--- src/rtl/otp_pkg.sv ---
package otp_pkg;
    localparam int OTP_BITS  = 128;
    localparam int CUST_BITS = 80;
    localparam int FACT_BITS = OTP_BITS - CUST_BITS;
    localparam int ADDR_W    = $clog2(OTP_BITS);
    localparam int CUST_LO   = FACT_BITS;
    localparam int LOCK_POS  = OTP_BITS - 2;

    typedef struct packed {
        logic              vld;
        logic [ADDR_W-1:0] addr;
        logic              val;
    } prog_req_t;

    typedef enum logic [1:0] {
        PV_IDLE   = 2'd0,
        PV_NOOP   = 2'd1,
        PV_APPLY  = 2'd2,
        PV_REJECT = 2'd3
    } prog_verdict_t;

    // Decide what a single-bit program request does to the store.
    function automatic prog_verdict_t judge_req(input prog_req_t req,
                                                input logic cur_bit,
                                                input logic is_locked);
        if (!req.vld)
            return PV_IDLE;
        if (is_locked || (req.addr < ADDR_W'(CUST_LO)))
            return PV_REJECT;
        if (!req.val)
            return cur_bit ? PV_REJECT : PV_NOOP;
        return PV_APPLY;
    endfunction
endpackage

--- src/rtl/otp_prog_arb.sv ---
module otp_prog_arb
    import otp_pkg::*;
(
    input  prog_req_t bus_req,
    input  prog_req_t ser_req,
    output prog_req_t win_req,
    output logic      ser_grant
);
    always_comb begin
        ser_grant = ser_req.vld && !bus_req.vld;
        win_req   = bus_req.vld ? bus_req : ser_req;
    end
endmodule

--- src/rtl/otp_store.sv ---
module otp_store
    import otp_pkg::*;
#(
    parameter logic [FACT_BITS-1:0] FACTORY_IMAGE = 48'h0000_0000_00A5
) (
    input  logic                clk,
    input  logic                rst,
    input  prog_req_t           req,
    output logic [OTP_BITS-1:0] image,
    output logic                err
);
    prog_verdict_t verdict;

    always_comb verdict = judge_req(req, image[req.addr], image[LOCK_POS]);

    always_ff @(posedge clk) begin
        if (rst) begin
            image <= {{CUST_BITS{1'b0}}, FACTORY_IMAGE};
            err   <= 1'b0;
        end else begin
            case (verdict)
                PV_APPLY:  image[req.addr] <= 1'b1;
                PV_REJECT: err <= 1'b1;
                default:   ;
            endcase
        end
    end
endmodule

--- src/rtl/otp_parity_chk.sv ---
module otp_parity_chk #(
    parameter int W = 48
) (
    input  logic [W-1:0] bits,
    output logic         fault
);
    // Even parity: data plus parity bit must hold an even count of ones.
    always_comb fault = ^bits;
endmodule

--- src/rtl/otp_rsp_gate.sv ---
module otp_rsp_gate #(
    parameter int SAMPLE_W = 10
) (
    input  logic                clk,
    input  logic                rst,
    input  logic                rd_req,
    input  logic [SAMPLE_W-1:0] sample,
    input  logic                fault,
    output logic                rsp_vld,
    output logic [SAMPLE_W-1:0] rsp_data
);
    logic [SAMPLE_W-1:0] gated;

    always_comb begin
        if (fault)
            gated = '0;
        else if (sample == '0)
            gated = SAMPLE_W'(1);
        else
            gated = sample;
    end

    always_ff @(posedge clk) begin
        if (rst) begin
            rsp_vld  <= 1'b0;
            rsp_data <= '0;
        end else begin
            rsp_vld  <= rd_req;
            rsp_data <= rd_req ? gated : '0;
        end
    end
endmodule

--- src/rtl/otp_parity_gate.sv ---
module otp_parity_gate
    import otp_pkg::*;
#(
    parameter int                   SAMPLE_W      = 10,
    parameter logic [FACT_BITS-1:0] FACTORY_IMAGE = 48'h0000_0000_00A5
) (
    input  logic                clk,
    input  logic                rst,
    input  logic                bus_prog_vld,
    input  logic [ADDR_W-1:0]   bus_prog_addr,
    input  logic                bus_prog_val,
    input  logic                ser_prog_vld,
    input  logic [ADDR_W-1:0]   ser_prog_addr,
    input  logic                ser_prog_val,
    output logic                ser_grant,
    input  logic                rd_req,
    input  logic [SAMPLE_W-1:0] adc_sample,
    output logic                rsp_vld,
    output logic [SAMPLE_W-1:0] rsp_data,
    output logic [OTP_BITS-1:0] trim_word,
    output logic                fact_par_err,
    output logic                cust_par_err,
    output logic                locked,
    output logic                prog_err
);
    prog_req_t bus_req, ser_req, win_req;

    always_comb begin
        bus_req = '{vld: bus_prog_vld, addr: bus_prog_addr, val: bus_prog_val};
        ser_req = '{vld: ser_prog_vld, addr: ser_prog_addr, val: ser_prog_val};
    end

    otp_prog_arb u_arb (
        .bus_req   (bus_req),
        .ser_req   (ser_req),
        .win_req   (win_req),
        .ser_grant (ser_grant)
    );

    otp_store #(.FACTORY_IMAGE(FACTORY_IMAGE)) u_store (
        .clk   (clk),
        .rst   (rst),
        .req   (win_req),
        .image (trim_word),
        .err   (prog_err)
    );

    otp_parity_chk #(.W(FACT_BITS)) u_fact_par (
        .bits  (trim_word[FACT_BITS-1:0]),
        .fault (fact_par_err)
    );

    otp_parity_chk #(.W(CUST_BITS)) u_cust_par (
        .bits  (trim_word[OTP_BITS-1:CUST_LO]),
        .fault (cust_par_err)
    );

    always_comb locked = trim_word[LOCK_POS];

    otp_rsp_gate #(.SAMPLE_W(SAMPLE_W)) u_rsp (
        .clk      (clk),
        .rst      (rst),
        .rd_req   (rd_req),
        .sample   (adc_sample),
        .fault    (fact_par_err || cust_par_err),
        .rsp_vld  (rsp_vld),
        .rsp_data (rsp_data)
    );
endmodule

--- config.mk ---
export PLATFORM = sky130hd
export DESIGN_NAME = otp_parity_gate
export DESIGN_NICKNAME = d
export VERILOG_FILES = /design/src/rtl/otp_pkg.sv /design/src/rtl/otp_prog_arb.sv /design/src/rtl/otp_store.sv /design/src/rtl/otp_parity_chk.sv /design/src/rtl/otp_rsp_gate.sv /design/src/rtl/otp_parity_gate.sv
export SDC_FILE = /design/constraint.sdc
export NUM_CORES = 1
export LEC_CHECK = 0
export CORE_ASPECT_RATIO = 1.1
export CORE_UTILIZATION = 48
export CTS_CLUSTER_DIAMETER = 200
export DETAILED_ROUTE_END_ITERATION = 8
export PLACE_DENSITY = 0.82
export SETUP_SLACK_MARGIN = 0.2
export SYNTH_ARGS = -nofsm -noshare
export SYNTH_HDL_FRONTEND = slang
export SYNTH_SLANG_ARGS = --single-unit
--- constraint.sdc ---
create_clock -name clk -period 2.7 [get_ports clk]
set_input_delay 0.54 -clock clk [delete_from_list [all_inputs] [get_ports clk]]
set_output_delay 0.54 -clock clk [all_outputs]
set_load 0.02 [all_outputs]
### After elaboration in Yosys (flattened, before gate mapping)

Cells that the tools add are included.

| storage, ports and cells | value |
|---|---|
| flip-flop bits (word level) | 140 |
| output and inout port bits | 144 |
| input bits | 31 |

| operators by class | value |
|---|---|
| magnitude comparators | 3 |
| reduce and logical (&&, ||, !) cells | 10 |
| eq/ne operators | 2 |
| bitwise logic cells | 2 |
| multiplexer cells | 18 |

Operators by type and width:

| operator | number |
|---|---|
| $or 128x128->128 | 1 |
| $reduce_xor 80->1 | 1 |
| $reduce_xor 48->1 | 1 |
| $mux 2 | 7 |
| $logic_not 10->1 | 1 |
| $mux 9 | 1 |
| $lt 7x8->1 const B | 1 |
| $mux 1 | 8 |
| $bmux 1 s7 | 1 |
| $demux 1 s7 | 1 |
| $ge 7x1->1 const B | 1 |
| $lt 7x6->1 const B | 1 |
| $eq 2x2->1 const B | 2 |
| $reduce_or 4->1 | 1 |
| $reduce_or 3->1 | 1 |
| $logic_and 1x1->1 | 2 |
| $logic_or 1x1->1 | 2 |
| $logic_not 1->1 | 1 |
| $not 1->1 | 1 |

### Logic depth before layout (Yosys ltp)

| logic depth | value |
|---|---|
| word-level depth | 11 |
| gate-level depth with buffers | 10 |
| mapped depth without buffers | 7 |

### Hierarchy

Synthesis repeated with hierarchy kept, for this count alone.

| unflattened totals | value |
|---|---|
| cells, all modules | 641 |
| area total of the unflattened synthesis | 6393.6 um^2 |

Modules (own cells, without submodules):

| module | area an instance (um^2) | times used | seq. area each (um^2) | cells each |
|---|---|---|---|---|
| otp_store | 4774.6 | 1 | 2582.5 | 477 |
| otp_parity_chk (u_cust_par) | 696.9 | 1 | 0.0 | 78 |
| otp_parity_chk (u_fact_par) | 416.6 | 1 | 0.0 | 46 |
| otp_rsp_gate | 345.3 | 1 | 220.2 | 27 |
| otp_prog_arb | 146.4 | 1 | 0.0 | 11 |
| otp_parity_gate | 13.8 | 1 | 0.0 | 2 |

### Least setup slack after synthesis

No wires, ideal clock.

| timing | value |
|---|---|
| kind | flip-flop to output port |
| start | register u_store.image[111] |
| end | output port cust_par_err |
| path buffers | 1 |
| required time | 2160 ps |
| setup slack | 283 ps |
| data arrival time | 1877 ps |
| cell stages (with the launch flop) | 8 |
| path through | dfxtp_1 -> xor2_1 -> xnor2_1 -> xnor2_1 -> xnor2_1 -> xnor3_1 -> xnor2_1 -> buf_6 |

| between the ends | value |
|---|---|
| cells in the longest elaborated chain, start to end | 1 |

RTL lines:

| what | line | RTL |
|---|---|---|
| start, declared | otp_store.sv:9 | `output logic [OTP_BITS-1:0] image,` |
| start signal, assigned | otp_store.sv:18 | `image <= {{CUST_BITS{1'b0}}, FACTORY_IMAGE};` |
| $reduce_xor 80->1 | otp_parity_chk.sv:8 | `always_comb fault = ^bits;` |
| end, declared | otp_parity_gate.sv:22 | `output logic cust_par_err,` |

Every way passes these cells.

### Worst setup path in the final report

| timing | value |
|---|---|
| start | register u_store.image[102] |
| end | output port cust_par_err |

The elaborated chain is that of the path after synthesis.

==> flow_summary.ini <==
[status]
status = finished with violations
violations = design-rule violations, negative setup slack

[hold_path]
whs_path_depth = 1
hp-class = flop to flop

[route]
drc = 28
wl_per_cell_um = 23.8
vias = 7588
dr.pass1.iters = 9
drtAntennaViolNets = 0
via_per_inst = 6.19
routed_wl_um = 29200
first_iter_violations = 1337

[critical_path]
path_common_cell = xnor2_1
r2r-end = u_rsp.rsp_data[7]
worstSetupStartpoint = u_store.image[102]
critPathMaxFanout = 2
cp-end-kind = output port
rrSetupSlack_ns = -0.25
crit_end = cust_par_err
cpPeakStageDelay_ns = 0.73
start_kind = flop
crit_path_cell_trace = xnor2_1 -> xnor2_1 -> xnor2_2 -> xnor2_1 -> xnor2_1 -> xnor2_2 -> buf_4
critPathSlowestCell = xnor2_1
r2r-start = u_store.image[102]
rr_worst_depth = 8
path_class = flop to output port
required_ns = 2.16
crit_arrival_ns = 2.96

[place]
place_area_um2 = 9320
gp_congestion = 0.876
place_ws_ns = -0.424
port_buffers = 174
dp_cells = 1173
dpl.hpwl_um = 15100

[finish]
final_area_um2 = 10500
diodes = 0
stdcell_count = 1225
drive_above_1_share_pct = 28.2
syn_to_final_growth_pct = 68.4
nets = 1087

[synthesis]
synth_flop_cell = dfxtp_1
synthArstFlopShare_pct = 0
synth-seq-area-share_pct = 44.9
syn_nets = 740
synth-edff-count = 0
synth_cells = 709
yosysWarnings = 0
synth_area_per_cell_um2 = 8.81
synth.distinct_cells = 31
ys_seq_elements = 140
syn_area_um2 = 6250

[sta]
rsz0062_at_grt = yes
setup_viol = 12
worstMarginPinSlew_ns = 0.864
fmax_ghz = 0.286
post-route-min-period_ns = 3.50
layout_setup_ws_ns = -0.796
finalHoldViolations = 0
finClkSkew_ns = 0.0100
relSlewSlack_pct = 42.0
finalCritPeriodShare_pct = 129
maxSlewViolCount = 0

[grt]
grt_pass1_wl_um = 38500
grt_antenna_before_repair = 0
grt-busiest-layer = met2
grt.total_usage_pct = 37.3
grt_overflow_total = 0
gr-usage-met3_pct = 10.1
grt_max_degree = 100
grt_pass1_vias = 7126
met1_usage_pct = 42.7
met2_usage_pct = 61.5

[clock_network]
cts_root_buffer = clkbuf_16
path_clk_slew_ns = 0.06
cts_sinks = 140
numCtsBuffers = 17
cts_max_path_buffers = 2
cts_tree = built
htreeDepth = 4
clkLatencyLatePin_ns = 0.43

[power]
switching_share_pct = 25.6
p_int_mw = 3.80
power_density_nw_per_um2 = 485
share_comb_of_total_power_pct = 10.8
clkPwrFrac_pct = 48.4
leakage_nw = 4.18
p_switching_mw = 1.31
peakVddDrop_mv = 0.391
seqPwrFrac_pct = 40.8

[floorplan]
die_w_um = 111
fp.dieH_um = 122
start_util_pct = 49.4
ios = 175
std_cell_rows = 43
dieArea_um2 = 13500
core_um2 = 12600

[job]
cap_violations = 0
==> state kept, by name, indices dropped and copies added, names as in the netlist <==
signal and flops:
u_store.image 128, u_rsp.rsp_data 10, u_rsp.rsp_vld 1, u_store.err 1
==> worst min path at each step <==
stage                            startpoint                 to  slack [ns]
after floorplan                 u_store.err        u_store.err        0.54
after global placement          u_store.err        u_store.err        0.46
after detailed placement        u_store.err        u_store.err        0.48
after CTS                 u_store.image[16]  u_store.image[16]        0.49
after global routing      u_store.image[13]  u_store.image[13]        0.51
final                     u_store.image[27]  u_store.image[27]        0.50
==> synth_stat cells, types with 3 or more instances <==
cell	number	area, um2
a21oi_1	106	531
inv_1	9	33.8
o22ai_1	12	75.1
mux2i_1	25	250
nor2_1	106	398
o41ai_1	3	26.3
buf_2	8	40.0
or2_2	4	25.0
nor4b_1	6	52.6
dfxtp_1	140	2800
nor4_1	14	87.6
nand2_1	55	206
xnor2_1	109	955
nor3b_1	3	22.5
xor2_1	13	114
nor2b_1	50	313
clkbuf_1	20	75.1
nor3_1	4	20.0
a32oi_1	5	43.8
==> cells by family (layout without fill, tap and decap cells) <==
group,Yosys count,after routing,share of synthesized area [%]
compound gates,134,134,11.9
xor+xnor,124,124,17.8
simple gates,245,245,18.4
buf+inv,39,398,2.68
flops,140,140,44.9
mux,27,27,4.41
==> power by group through the flow <==
stage	clock (mW)	sequential, mW	combinational [mW]
after floorplan	0	2.15	0.185
after global placement	0	2.13	0.428
after detailed placement	0	2.13	0.433
after CTS	2.42	2.09	0.471
after global routing	2.54	2.08	0.555
final	2.47	2.08	0.550
==> repair_timing <==
action                     in CTS  in global routing
hold buffers                    0                  0
setup endpoints to repair       4                 14
resized for setup              50                 55
buffers inserted                8                 12
pin swaps                      26                 28
gates cloned                    1                  0
==> per-layer routing <==
layer,up-vias,wire length (um)
met1,3439,9950
met5,-,0
met3,280,3870
met2,798,12600
met4,0,2730
li1,3071,-
==> critical path, delay by kind of cell, from the launching register on <==
kind / cells / cell delay, ns
flip-flops: 1 / 0.36
XOR/XNOR: 6 / 1.94
buffers and inverters: 1 / 0.22
==> layout by cell type, fill, tap and decap left out, types with 4 or more instances in the layout <==
master and count:
a21oi_1 104, nor2b_1 50, dfxtp_1 112, o22ai_1 11
clkdlybuf4s50_1 166, clkinvlp_4 5, nor3_1 4, clkbuf_16 17
dfxtp_2 27, a32oi_1 5, xnor2_1 84, nor4_2 5
xnor2_2 25, nor4_1 7, buf_6 5, buf_4 176
or2_2 4, buf_12 4, dlymetal6s2s_1 4, inv_1 9
nand2_1 55, xor2_1 10, nor2_1 105, mux2i_1 23
==> per-stage QoR <==
step	utilization, %	power, mW	hold slack, ns	TNS (ns)
after detailed placement	73.7	2.56	0.484	-5.53
after global placement	73.7	2.56	0.461	-4.28
after CTS	80.7	4.98	0.493	-0.338
after floorplan	-	2.33	0.543	0
final	83.2	5.11	0.496	-2.73
after global routing	83.2	5.18	0.509	-4.57
==> area by class of cell <==
class	count	area (um2)
Fill cell	593	2120
Sequential cell	140	2840
Multi-Input combinational cell	530	3620
Timing Repair Buffer	358	3220
Tap cell	157	196
Clock inverter	12	163
Clock buffer	19	443
Inverter	9	33.8
(Power assumes the default switching activity.)
